--- src/rtl/tpa_pkg.sv ---
package tpa_pkg;

  typedef enum logic {
    DIR_FWD = 1'b0,
    DIR_REV = 1'b1
  } dir_e;

  // Rotate the low 'width' bits of v left by 'amt'; higher bits come out zero.
  function automatic logic [31:0] rotl_field(input logic [31:0] v, input int amt, input int width);
    logic [31:0] r;
    int          src;
    r = '0;
    for (int j = 0; j < 32; j++) begin
      if (j < width) begin
        src  = (j >= amt) ? (j - amt) : (j + width - amt);
        r[j] = v[src];
      end
    end
    return r;
  endfunction

  // Modular add with both operands already below the modulus.
  function automatic int next_rot(input int rot, input int step, input int width);
    int s;
    s = rot + step;
    return (s >= width) ? (s - width) : s;
  endfunction

  function automatic logic [31:0] low_mask(input int width);
    return (32'h1 << width) - 32'h1;
  endfunction

endpackage

--- src/rtl/tpa_cfg_latch.sv ---
module tpa_cfg_latch #(
  parameter int LOG_W = 4
) (
  input  logic             clk,
  input  logic             rst,
  input  logic             rev_dir,
  input  logic [LOG_W-1:0] log_rows,
  input  logic [LOG_W-1:0] log_cols,
  output logic [LOG_W-1:0] log_n,
  output logic [LOG_W-1:0] step
);
  import tpa_pkg::*;

  logic [LOG_W-1:0] rows_q;
  logic [LOG_W-1:0] cols_q;
  dir_e             dir_q;

  always_ff @(posedge clk) begin
    if (rst) begin
      rows_q <= log_rows;
      cols_q <= log_cols;
      dir_q  <= dir_e'(rev_dir);
    end
  end

  assign log_n = rows_q + cols_q;
  assign step  = (dir_q == DIR_REV) ? cols_q : rows_q;

endmodule

--- src/rtl/tpa_seq_counter.sv ---
module tpa_seq_counter #(
  parameter int AW    = 10,
  parameter int LOG_W = 4
) (
  input  logic             clk,
  input  logic             rst,
  input  logic             advance,
  input  logic [LOG_W-1:0] log_n,
  output logic [AW-1:0]    idx,
  output logic             last
);
  import tpa_pkg::*;

  logic [AW-1:0] mask;

  assign mask = AW'(low_mask(int'(log_n)));
  assign last = (idx == mask);

  always_ff @(posedge clk) begin
    if (rst)          idx <= '0;
    else if (advance) idx <= last ? '0 : idx + AW'(1);
  end

endmodule

--- src/rtl/tpa_rot_accum.sv ---
module tpa_rot_accum #(
  parameter int LOG_W = 4
) (
  input  logic             clk,
  input  logic             rst,
  input  logic             wrap,
  input  logic [LOG_W-1:0] log_n,
  input  logic [LOG_W-1:0] step,
  output logic [LOG_W-1:0] rot,
  output logic [LOG_W-1:0] set_num
);
  import tpa_pkg::*;

  logic [LOG_W-1:0] rot_nxt;

  assign rot_nxt = LOG_W'(next_rot(int'(rot), int'(step), int'(log_n)));

  always_ff @(posedge clk) begin
    if (rst) begin
      rot     <= '0;
      set_num <= '0;
    end else if (wrap) begin
      rot     <= rot_nxt;
      set_num <= (rot_nxt == '0) ? '0 : set_num + LOG_W'(1);
    end
  end

endmodule

--- src/rtl/tpa_wr_delay.sv ---
module tpa_wr_delay #(
  parameter int AW = 10
) (
  input  logic          clk,
  input  logic          rst,
  input  logic          rd_en,
  input  logic [AW-1:0] rd_addr,
  output logic          wr_en,
  output logic [AW-1:0] wr_addr
);

  always_ff @(posedge clk) begin
    if (rst) begin
      wr_en   <= 1'b0;
      wr_addr <= '0;
    end else begin
      wr_en   <= rd_en;
      wr_addr <= rd_addr;
    end
  end

endmodule

--- src/rtl/tpa_addr_gen.sv ---
module tpa_addr_gen #(
  parameter  int MAX_LOG_N = 10,
  localparam int AW        = MAX_LOG_N,
  localparam int LOG_W     = $clog2(MAX_LOG_N + 1)
) (
  input  logic             clk,
  input  logic             rst,
  input  logic             valid_in,
  input  logic             rev_dir,
  input  logic [LOG_W-1:0] log_rows,
  input  logic [LOG_W-1:0] log_cols,
  output logic [AW-1:0]    rd_addr,
  output logic             rd_en,
  output logic [AW-1:0]    wr_addr,
  output logic             wr_en,
  output logic [LOG_W-1:0] set_idx,
  output logic             frame_start,
  output logic             frame_end
);
  import tpa_pkg::*;

  // named internal events, visible to the bound checker
  logic [LOG_W-1:0] log_n_q;
  logic [LOG_W-1:0] step_q;
  logic [AW-1:0]    seq_idx;
  logic             seq_last;
  logic             frame_wrap;
  logic [LOG_W-1:0] rot_amt;

  assign rd_en      = valid_in & ~rst;
  assign frame_wrap = rd_en & seq_last;

  tpa_cfg_latch #(.LOG_W(LOG_W)) u_cfg (
    .clk(clk), .rst(rst), .rev_dir(rev_dir),
    .log_rows(log_rows), .log_cols(log_cols),
    .log_n(log_n_q), .step(step_q)
  );

  tpa_seq_counter #(.AW(AW), .LOG_W(LOG_W)) u_cnt (
    .clk(clk), .rst(rst), .advance(rd_en), .log_n(log_n_q),
    .idx(seq_idx), .last(seq_last)
  );

  tpa_rot_accum #(.LOG_W(LOG_W)) u_rot (
    .clk(clk), .rst(rst), .wrap(frame_wrap), .log_n(log_n_q), .step(step_q),
    .rot(rot_amt), .set_num(set_idx)
  );

  assign rd_addr     = AW'(rotl_field(32'(seq_idx), int'(rot_amt), int'(log_n_q)));
  assign frame_start = rd_en & (seq_idx == '0);
  assign frame_end   = frame_wrap;

  tpa_wr_delay #(.AW(AW)) u_wr (
    .clk(clk), .rst(rst), .rd_en(rd_en), .rd_addr(rd_addr),
    .wr_en(wr_en), .wr_addr(wr_addr)
  );

endmodule

--- config.mk ---
export PLATFORM = sky130hd
export DESIGN_NAME = tpa_addr_gen
export DESIGN_NICKNAME = d
export VERILOG_FILES = /design/src/rtl/tpa_pkg.sv /design/src/rtl/tpa_cfg_latch.sv /design/src/rtl/tpa_seq_counter.sv /design/src/rtl/tpa_rot_accum.sv /design/src/rtl/tpa_wr_delay.sv /design/src/rtl/tpa_addr_gen.sv
export SDC_FILE = /design/constraint.sdc
export NUM_CORES = 1
export LEC_CHECK = 0
export ABC_CLOCK_PERIOD_IN_PS = 5400
export BUFFER_PORTS_ARGS = -buffer_cell sky130_fd_sc_hd__buf_2
export CAP_MARGIN = 40
export CORE_MARGIN = 2
export CORE_UTILIZATION = 30
export DETAILED_ROUTE_END_ITERATION = 8
export GPL_TIMING_DRIVEN = 0
export PLACE_DENSITY = 0.56
export SLEW_MARGIN = 20
export SYNTH_ARGS = -nofsm -noshare
export SYNTH_HDL_FRONTEND = slang
export SYNTH_SLANG_ARGS = --single-unit
--- constraint.sdc ---
create_clock -name clk -period 5.4 [get_ports clk]
set_input_delay 0.27 -clock clk [delete_from_list [all_inputs] [get_ports clk]]
set_output_delay 0.27 -clock clk [all_outputs]
set_load 0.01 [all_outputs]
==> run_results.csv, run 1 <==
group,metric,value,unit
run_status,run_status,"finished, final reports clean",
setup_path,crit_type,"flop to primary output",
power,p_clk_frac,0.288,
synthesis,yosysUniqueCellTypes,74,
synthesis,asr_flop_ratio_synth,0,
synthesis,synth-edff-count,9,
finish,area_occupied_by_multi_input_gates,3990,um^2
floorplan,core_area,16700,um^2
sta,finalSetupViolations,0,
floorplan,die_h,135,um
clock_tree,cts_resized,0,
floorplan,floorplan.die.width,135,um
sta,timing.final.max_slew_violations,0,
sta,final.min_clock_period,5.07,ns
synthesis,synth_cells,605,
synthesis,ys.flop_type,"dfxtp_1",
synthesis,yosysTopAreaCell,"ha_1",
power,power.static_leakage,0.00247,uW
global_route,grt_pass1_vias,4613,
finish,layout-area-overhead-vs-synth,13.0,%
global_route,grt_util_all_layers,0.178,
detailed_routing,vias_per_cell,5.40,
floorplan,design.die.area,18200,um^2
sta,setup_tns,0,ns
finish,antennaDiodeCount,0,
synthesis,ys_seq_elements,38,
power,total_switching_power,570,uW
setup_path,crit_path_end_kind,"primary output",
clock_tree,tritoncts,"done",
detailed_routing,drt-initial-drc-count,282,
sta,period_share,0.938,
global_route,grt_max_degree,14,
place,place_inst,864,
global_route,grt_antenna_before_repair,0,
finish,stdcell_count,872,
synthesis,mappedNetlistArea,5150,um^2
synthesis,synthDominantCellAreaShare,0.117,
synthesis,yosysSeqAreaShare,0.165,
setup_path,launching_element_type_of_the_critical_path,"flop",
place,port_buffers,39,
power,comb_power_share,0.493,
finish,nNetsFinal,726,
global_route,grt_first_pass_wirelength,25200,um
synthesis,ys_top_cells_by_area,"ha_1 12%, dfxtp_1 11%, mux2i_1 8.0%",
floorplan,design.portCount,40,
clock_tree,clock_sinks,38,
detailed_routing,drt-pass1-iter-count,6,
global_route,globalRouteOverflowTotal,0,
sta,worst_pin_slew,0.724,ns
place,place.detailed.hpwl,12500,um
floorplan,row_count,47,
clock_tree,clock_latency,0.30,ns
detailed_routing,total_wirelength,15700,um
clock_tree,cts_max_level,2,
finish,final_layout_size_suffix_gt1_frac,0.144,
setup_path,worst-path-max-fanout,8,
sta,timing.max_slew.rel_slack,0.512,
power,power_switching_share,0.409,
finish,seqCellArea,851,um^2
power,power_density,239,nW/um^2
synthesis,synth.net_count,680,
power,p_seq_frac,0.219,
power,irDropWorstVdd,156,uV
sta,final_hold_viol_count,0,
clock_tree,cts_made_buffers,5,
clock_tree,clkSlewWorstSetupHoldPaths,0.06,ns
synthesis,syn_area_per_cell,8.52,um^2
sta,holdWs,0.145,ns
power,internal_power,824,uW
clock_tree,cts.repair_timing.setup_buffer_count,0,
synthesis,ys_warn_count,0,
detailed_routing,detail_route.drc_violations,0,
finish,fillers,1784,
detailed_routing,drt.antenna.violating_nets,0,
clock_tree,cts_root_buf,"clkbuf_16",
detailed_routing,routed_wire_length_per_instance,18.0,um
detailed_routing,via_count,4710,
sta,timing.fmax,0.197,GHz
clock_tree,ctsHoldBuffers,0,
clock_tree,cts-root-to-sink-buffers,2,
floorplan,initial_utilization,0.309,
worst_hold_path,worstHoldPathType,"input pin to flop",
setup_path,cp_data_arrival_time,4.80,ns
power,totalPowerFinal,1390,uW
run,timing.max_cap.violations,0,
setup_path,worst_ep_required_time,5.13,ns
place,finalWeightedCongestion,0.909,
finish,fin_util,0.349,
sta,grt_setup_unrepaired,"no",
sta,clock-skew-final,0.00472,ns
-- cells in the mapped netlist, types with 3 or more instances --
cell and instances:
nand4_1 4, nor2b_1 8, mux4_2 14, a21o_1 11
nand2b_1 5, o211ai_1 6, a21oi_1 50, nand2_1 42
nor4_1 4, nand3_1 11, inv_1 43, mux2i_1 41
dfxtp_1 29, mux2_2 12, nor3_1 27, o21ai_0 28
and3_1 5, a32oi_1 3, a211oi_1 9, fa_1 15
o31ai_1 10, ha_1 48, xnor2_1 23, edfxtp_1 9
xor2_1 17, clkbuf_1 31, nor3b_1 3, nor2_1 31
and2_1 8, and4_1 3
-- kinds of logic after synthesis --
| logic type | Yosys count | synth area share |
|---|---|---|
| AND/OR/NAND/NOR | 166 | 0.170 |
| AO/OA/AOI/OAI | 145 | 0.182 |
| adder cells (fa/ha/maj) | 65 | 0.179 |
| flip-flops | 38 | 0.165 |
| multiplexers | 68 | 0.171 |
| buffers and inverters | 82 | 0.0619 |
| XOR/XNOR | 41 | 0.0711 |
-- worst paths after layout --
kind / slack [ns] / end / cells after the start / from
max: 0.33 / rd_addr[5] / 16 / u_cfg.rows_q[0]
min: 0.14 / u_cfg.cols_q[0] / 1 / log_cols[0]
max reg2reg: 0.78 / u_wr.wr_addr[5] / 16 / u_cfg.rows_q[0]
min reg2reg: 0.52 / u_rot.set_num[1] / 2 / u_rot.set_num[1]
-- per-layer routing --
metal / vias to the layer above / global-route usage / routed length [um]
li1: 2279 / - / -
met1: 2254 / 0.241 / 7150
met2: 147 / 0.295 / 7370
met3: 30 / 0.0315 / 871
met4: 0 / 0.0417 / 324
met5: - / 0 / 0
-- worst max-delay path, cell delays in order (launching register included) --
cell and delay (ns):
edfxtp_1 0.36, ha_1 0.20, inv_1 0.06, fa_1 0.53, clkbuf_1 0.28, inv_1 0.27
ha_1 0.41, inv_1 0.09, ha_1 0.29, fa_1 0.53, inv_1 0.07, mux2i_2 0.28
mux4_2 0.55, mux2_2 0.27, nand2_1 0.07, a21oi_1 0.09, buf_2 0.15
-- power groups by stage --
stage | Clock [uW] | Combinational (uW) | Sequential [uW]
floorplan | 0 | 501 | 311
global placement | 0 | 681 | 312
detailed placement | 0 | 680 | 312
CTS | 408 | 684 | 306
global route | 420 | 769 | 307
finish | 401 | 687 | 306
-- cells in the final DEF, fill, tap and decap left out, types with 3 or more instances in the layout --
master / instances
a211oi_1: 9
a21o_1: 11
a21oi_1: 50
a32oi_1: 3
and2_1: 8
and3_1: 5
and4_1: 3
buf_2: 41
clkbuf_1: 31
clkbuf_16: 5
dfxtp_1: 29
edfxtp_1: 9
fa_1: 15
ha_1: 48
inv_1: 43
mux2_2: 12
mux2i_1: 40
mux4_2: 14
nand2_1: 42
nand2b_1: 5
nand3_1: 11
nand4_1: 4
nor2_1: 31
nor2b_1: 8
nor3_1: 27
nor3b_1: 3
nor4_1: 4
o211ai_1: 6
o21ai_0: 28
o31ai_1: 10
xnor2_1: 23
xor2_1: 17
-- final cells by class --
cell class / instances / share of cell area
Clock inverter: 3 / 0.0118
Clock buffer: 5 / 0.0215
Timing Repair Buffer: 39 / 0.0335
Tap cell: 220 / 0.0473
Buffer: 36 / 0.0249
Multi-Input combinational cell: 485 / 0.685
Sequential cell: 38 / 0.146
Inverter: 46 / 0.0299
-- stage by stage --
stage | setup slack [ns] | area [um^2]
6_report | 0.334 | 5820
3_5_place_dp | 0.566 | 5630
2_1_floorplan | 1.26 | 5150
3_3_place_gp | 0.642 | 5630
5_1_grt | 0.0221 | 5820
4_1_cts | 0.263 | 5820
-- registers in the layout, indices dropped and copies added (netlist names) --
signal         cells
u_rot.rot          4
u_wr.wr_addr      10
u_cfg.dir_q        1
u_rot.set_num      4
u_wr.wr_en         1
u_cfg.cols_q       4
u_cfg.rows_q       4
u_cnt.idx         10
Power figures use the tool's default switching activity.
==> run 2, diff against run 1 <==
==> constraint.sdc (replaced) <==
create_clock -name clk -period 5.4 [get_ports clk]
set_input_delay 1.08 -clock clk [delete_from_list [all_inputs] [get_ports clk]]
set_output_delay 1.08 -clock clk [all_outputs]
set_load 0.01 [all_outputs]
==> run 2 against run 1 <==
Register-to-register slack better by 0.42 ns. Setup slack worse by 0.16 ns. Power is 2.6% higher. Sequential power about the same. Via count up 0.70%. Count of clock-buffer cells in the layout is the same. Design area up 2.1%. Cell count shrank 0.34%. Critical endpoint unchanged. Largest power group unchanged. Highest routed layer unchanged.
==> run_results.csv, run 2 (synthesis gave the netlist of run 1 again) <==
group,metric,value,unit
clock_tree,clock_sinks,38,
floorplan,core_area,16700,um^2
power,irDropWorstVdd,158,uV
finish,layout_top_registers,"u_cnt.idx: 10 flops, u_wr.wr_addr: 10 flops",
power,power.static_leakage,0.00248,uW
global_route,grt_first_pass_wirelength,25300,um
clock_tree,cts_root_buf,"clkbuf_16",
setup_path,worst-path-max-fanout,6,
clock_tree,cts-root-to-sink-buffers,2,
global_route,groute.layer.met3.usage,0.0315,
clock_tree,tritoncts,"done",
power,totalPowerFinal,1430,uW
global_route,grt_util_all_layers,0.178,
detailed_routing,drt-pass1-iter-count,5,
global_route,grt_max_degree,14,
finish,leading_cell_type_in_the_layout_fill_and_taps_excluded,"a21oi_1",
finish,layout-area-overhead-vs-synth,15.4,%
floorplan,design.die.area,18200,um^2
finish,commonest_cells_after_routing_fill_and_taps_aside,"49 x a21oi_1, 43 x buf_2, 42 x nand2_1",
detailed_routing,detail_route.drc_violations,0,
power,power_density,241,nW/um^2
clock_tree,clock_latency,0.30,ns
clock_tree,ctsHoldBuffers,0,
clock_tree,cts_max_level,2,
clock_tree,clkSlewWorstSetupHoldPaths,0.06,ns
place,finalWeightedCongestion,0.909,
run_status,run_status,"finished, final reports clean",
sta,clock-skew-final,0.00542,ns
detailed_routing,drt-initial-drc-count,267,
global_route,grt_util_met1,0.242,
detailed_routing,total_wirelength,15900,um
detailed_routing,drt.antenna.violating_nets,0,
setup_path,crit_path_end_kind,"primary output",
setup_path,worst_ep_required_time,4.32,ns
place,place.detailed.hpwl,12500,um
sta,finalSetupViolations,0,
floorplan,initial_utilization,0.309,
finish,nNetsFinal,723,
detailed_routing,routed_wire_length_per_instance,18.3,um
finish,final_layout_size_suffix_gt1_frac,0.185,
global_route,grt_antenna_before_repair,0,
floorplan,die_h,135,um
detailed_routing,via_count,4743,
sta,period_share,0.968,
global_route,grt.met2_usage,0.296,
place,placedInstanceArea,5630,um^2
finish,layout.cell_area.non_filler,5950,um^2
clock_tree,cts_made_buffers,5,
worst_hold_path,worstHoldPathType,"flop to flop",
place,port_buffers,39,
setup_path,crit_type,"flop to primary output",
sta,timing.final.max_slew_violations,0,
setup_path,launching_element_type_of_the_critical_path,"flop",
sta,final_hold_viol_count,0,
floorplan,design.portCount,40,
global_route,globalRouteOverflowTotal,0,
detailed_routing,vias_per_cell,5.46,
global_route,global_route.peak_usage_layer,"met2",
sta,timing.fmax,0.191,GHz
setup_path,cp_data_arrival_time,4.14,ns
global_route,grt_pass1_vias,4612,
floorplan,floorplan.die.width,135,um
sta,worst_pin_slew,0.732,ns
sta,timing.max_slew.rel_slack,0.507,
finish,antennaDiodeCount,0,
sta,final.min_clock_period,5.22,ns
run,timing.max_cap.violations,0,
floorplan,row_count,47,
run 2: changes by cell type in the layout (fill, tap and decap cells not counted), moves of 3 or more:
cell / change
mux2i_4: +4
dfxtp_2: +3
clkbuf_1: -9
mux2i_1: -3
ha_1: -8
ha_2: +6
dfxtp_1: -3
run 2: worst paths after layout:
| check | start | endpoint | slack [ns] | cells past startpoint |
|---|---|---|---|---|
| setup / recovery | u_cfg.cols_q[0] | rd_addr[5] | 0.18 | 15 |
| hold reg to reg | u_rot.set_num[1] | u_rot.set_num[1] | 0.52 | 2 |
| setup reg to reg | u_cfg.cols_q[0] | u_rot.rot[1] | 1.20 | 15 |
| hold / removal | u_rot.set_num[1] | u_rot.set_num[1] | 0.52 | 2 |
run 2: timing repair:
| action | CTS | global route |
|---|---|---|
| pin swaps | 0 | 2 |
| setup endpoints to repair | 8 | 8 |
| buffers inserted | 0 | 2 |
| gates resized for setup | 14 | 23 |
| endpoints found under the hold margin | 0 | 0 |
| cloned | 0 | 0 |
run 2: worst max-delay path, cell delays in order, from the launching register on:
cell and delay (ns):
edfxtp_1 0.36, ha_2 0.20, inv_1 0.06, fa_2 0.65, inv_4 0.10, ha_4 0.29, inv_1 0.07, ha_2 0.23
fa_1 0.51, inv_1 0.07, mux2i_4 0.20, mux4_2 0.53, mux2_2 0.27, nand2_1 0.08, a21oi_2 0.07, buf_2 0.14
run 2: where the power goes:
group	switching [uW]	total, uW	internal (uW)
clock	135	400	266
sequential	5.85	306	300
combinational	441	724	283
run 2: layout make-up:
| class | count | area (um^2) |
|---|---|---|
| fill | 1771 | 10800 |
| multi-input combinational | 485 | 4100 |
| sequential | 38 | 855 |
| tap | 220 | 275 |
| timing repair buffer | 41 | 210 |
| inverter | 46 | 180 |
| buffer | 31 | 139 |
| clock buffer | 5 | 125 |
| clock inverter | 3 | 68.8 |
run 2: per-layer routing:
metal	vias up	wire (um)
met5	-	0
met4	0	336
met3	26	850
met2	143	7510
met1	2303	7190
li1	2271	-
run 2: stage by stage:
stage	setup TNS (ns)	hold slack, ns	utilization	cells	worst slack, ns
after floorplan	0	0.519	-	605	0.467
after global placement	-0.370	0.501	0.337	864	-0.168
after detailed placement	-0.459	0.518	0.337	864	-0.244
after CTS	-0.0398	0.534	0.351	871	-0.0398
after global routing	-0.0100	0.563	0.356	869	-0.0100
final	0	0.523	0.356	869	0.175
==> run 3, diff against run 2 <==
Settings changed: BUFFER_PORTS_ARGS -buffer_cell sky130_fd_sc_hd__buf_2 to not set, DONT_BUFFER_PORTS set to 1, PLACE_DENSITY 0.56 to 0.54.
==> run 3 against run 2 <==
Design area down 5.0%. Non-clock buffer count down 38. Hold slack gained 0.058 ns. Sequential cell count is the same. First-iteration DRC count increased by 51%. Global-route usage grew 0.47 points. Register-to-register slack lost 0.21 ns. Power fell by 8.6%. Critical endpoint unchanged.
==> run_results.csv, run 3 (synthesis gave the netlist of run 1 again) <==
group,metric,value,unit
detailed_routing,routed_wire_length_per_instance,19.7,um
finish,final_layout_size_suffix_gt1_frac,0.116,
finish,commonest_cells_after_routing_fill_and_taps_aside,"49 x a21oi_1, 47 x ha_1, 42 x inv_1, 42 x nand2_1, 37 x mux2i_1",
sta,final.min_clock_period,5.26,ns
finish,leading_cell_type_in_the_layout_fill_and_taps_excluded,"a21oi_1",
finish,antennaDiodeCount,0,
finish,fillers,1748,
detailed_routing,drt-initial-drc-count,404,
setup_path,slowest_delay,0.75,ns
clock_tree,cts_max_level,2,
finish,nNetsFinal,685,
place,place.detailed.hpwl,12800,um
sta,worst_pin_slew,0.758,ns
global_route,grt_max_degree,14,
setup_path,cp_data_arrival_time,4.18,ns
floorplan,row_count,47,
finish,stdcell_count,831,
sta,final_hold_viol_count,0,
clock_tree,ctsHoldBuffers,0,
clock_tree,cts-root-to-sink-buffers,2,
finish,layout-area-overhead-vs-synth,9.64,%
clock_tree,clock_sinks,38,
setup_path,critical_path.slowest_cell,"or4b_2",
detailed_routing,drt-pass1-iter-count,5,
place,placedInstanceArea,5430,um^2
power,irDropWorstVdd,135,uV
detailed_routing,detail_route.drc_violations,0,
setup_path,worst_ep_required_time,4.32,ns
floorplan,initial_utilization,0.309,
power,power.static_leakage,0.00225,uW
sta,period_share,0.975,
setup_path,crit_path_end_kind,"primary output",
floorplan,design.portCount,40,
sta,finalSetupViolations,0,
setup_path,worst-path-max-fanout,9,
setup_path,crit_type,"flop to primary output",
sta,grt_setup_unrepaired,"yes",
setup_path,crit_chain,"ha_1 > a21oi_2 > nand3_1 > nand2_4 > ha_1 > ha_1 > clkbuf_1 > xnor2_1 > nand2_1 > o21ai_0 > or4b_2 > a21oi_4",
global_route,grt_antenna_before_repair,0,
detailed_routing,total_wirelength,16400,um
place,port_buffers,0,
detailed_routing,via_count,4781,
place,place_inst,825,
finish,seqCellArea,853,um^2
sta,timing.final.max_slew_violations,0,
global_route,grt_pass1_vias,4720,
floorplan,floorplan.die.width,135,um
detailed_routing,vias_per_cell,5.75,
power,power_density,231,nW/um^2
run_status,run_status,"finished, final reports clean",
global_route,grt_util_all_layers,0.183,
finish,area_occupied_by_multi_input_gates,4060,um^2
global_route,grt_first_pass_wirelength,25900,um
clock_tree,clkSlewWorstSetupHoldPaths,0.06,ns
clock_tree,cts_root_buf,"clkbuf_16",
place,finalWeightedCongestion,0.928,
setup_path,critical_path.most_common_cell,"ha_1",
finish,layout.cell_area.non_filler,5650,um^2
clock_tree,cts_made_buffers,5,
global_route,globalRouteOverflowTotal,0,
worst_hold_path,worstHoldPathType,"flop to flop",
run,timing.max_cap.violations,0,
sta,timing.max_slew.rel_slack,0.494,
setup_path,launching_element_type_of_the_critical_path,"flop",
floorplan,core_area,16700,um^2
floorplan,design.die.area,18200,um^2
sta,clock-skew-final,0.00649,ns
clock_tree,tritoncts,"done",
detailed_routing,drt.antenna.violating_nets,0,
floorplan,die_h,135,um
sta,timing.fmax,0.190,GHz
finish,layout_top_registers,"u_cnt.idx: 10 flops, u_wr.wr_addr: 10 flops",
clock_tree,clock_latency,0.29,ns
==> run 3: repair_timing <==
action | CTS | global route
setup endpoints to repair | 7 | 9
buffers inserted | 0 | 1
gates resized for setup | 11 | 10
pin swaps | 0 | 1
endpoints found under the hold margin | 0 | 0
==> run 3: power breakdown <==
part,switching (uW),internal [uW],total [uW]
Sequential,6.43,300,306
Combinational,442,259,701
Clock,131,169,300
==> run 3: layout make-up <==
type / count / share of cell area
sequential: 38 / 0.151
clock buffer: 5 / 0.0221
tap: 220 / 0.0487
timing repair buffer: 1 / 0.00133
multi-input combinational: 485 / 0.719
inverter: 46 / 0.0308
buffer: 33 / 0.0246
clock inverter: 3 / 0.00288
==> run 3: metrics by stage <==
stage	worst slack (ns)	setup TNS, ns	util	hold WS [ns]	total power, uW
2_1_floorplan	0.467	0	-	0.519	812
3_3_place_gp	-0.0889	-0.0889	0.325	0.571	977
3_5_place_dp	-0.119	-0.198	0.325	0.576	987
4_1_cts	0.0207	0	0.336	0.584	1300
5_1_grt	-0.0766	-0.0766	0.338	0.638	1400
6_report	0.136	0	0.338	0.581	1310
==> run 3: final timing paths <==
kind	start	endpoint	slack [ns]	cells after the start
max	u_cfg.cols_q[2]	rd_addr[5]	0.14	12
min	u_rot.set_num[1]	u_rot.set_num[1]	0.58	2
max reg2reg	u_cfg.cols_q[2]	u_rot.rot[0]	0.99	16
min reg2reg	u_rot.set_num[1]	u_rot.set_num[1]	0.58	2
==> run 3: metal layers <==
layer	GRT usage	share of wire	vias up
li1	-	-	2201
met1	0.249	0.45	2343
met2	0.304	0.46	206
met3	0.0225	0.066	31
met4	0.0544	0.026	0
met5	0	0	-
==> run 3: critical path: cells and delay by family, from the launching register on <==
kind / cells / cell delay [ns]
DFF: 1 / 0.39
xor gates and xnor gates: 1 / 0.17
AOI/OAI and AO/OA: 3 / 0.58
adders and majority gates: 3 / 1.00
buffers and inverters: 1 / 0.40
and+or+nand+nor: 4 / 1.36
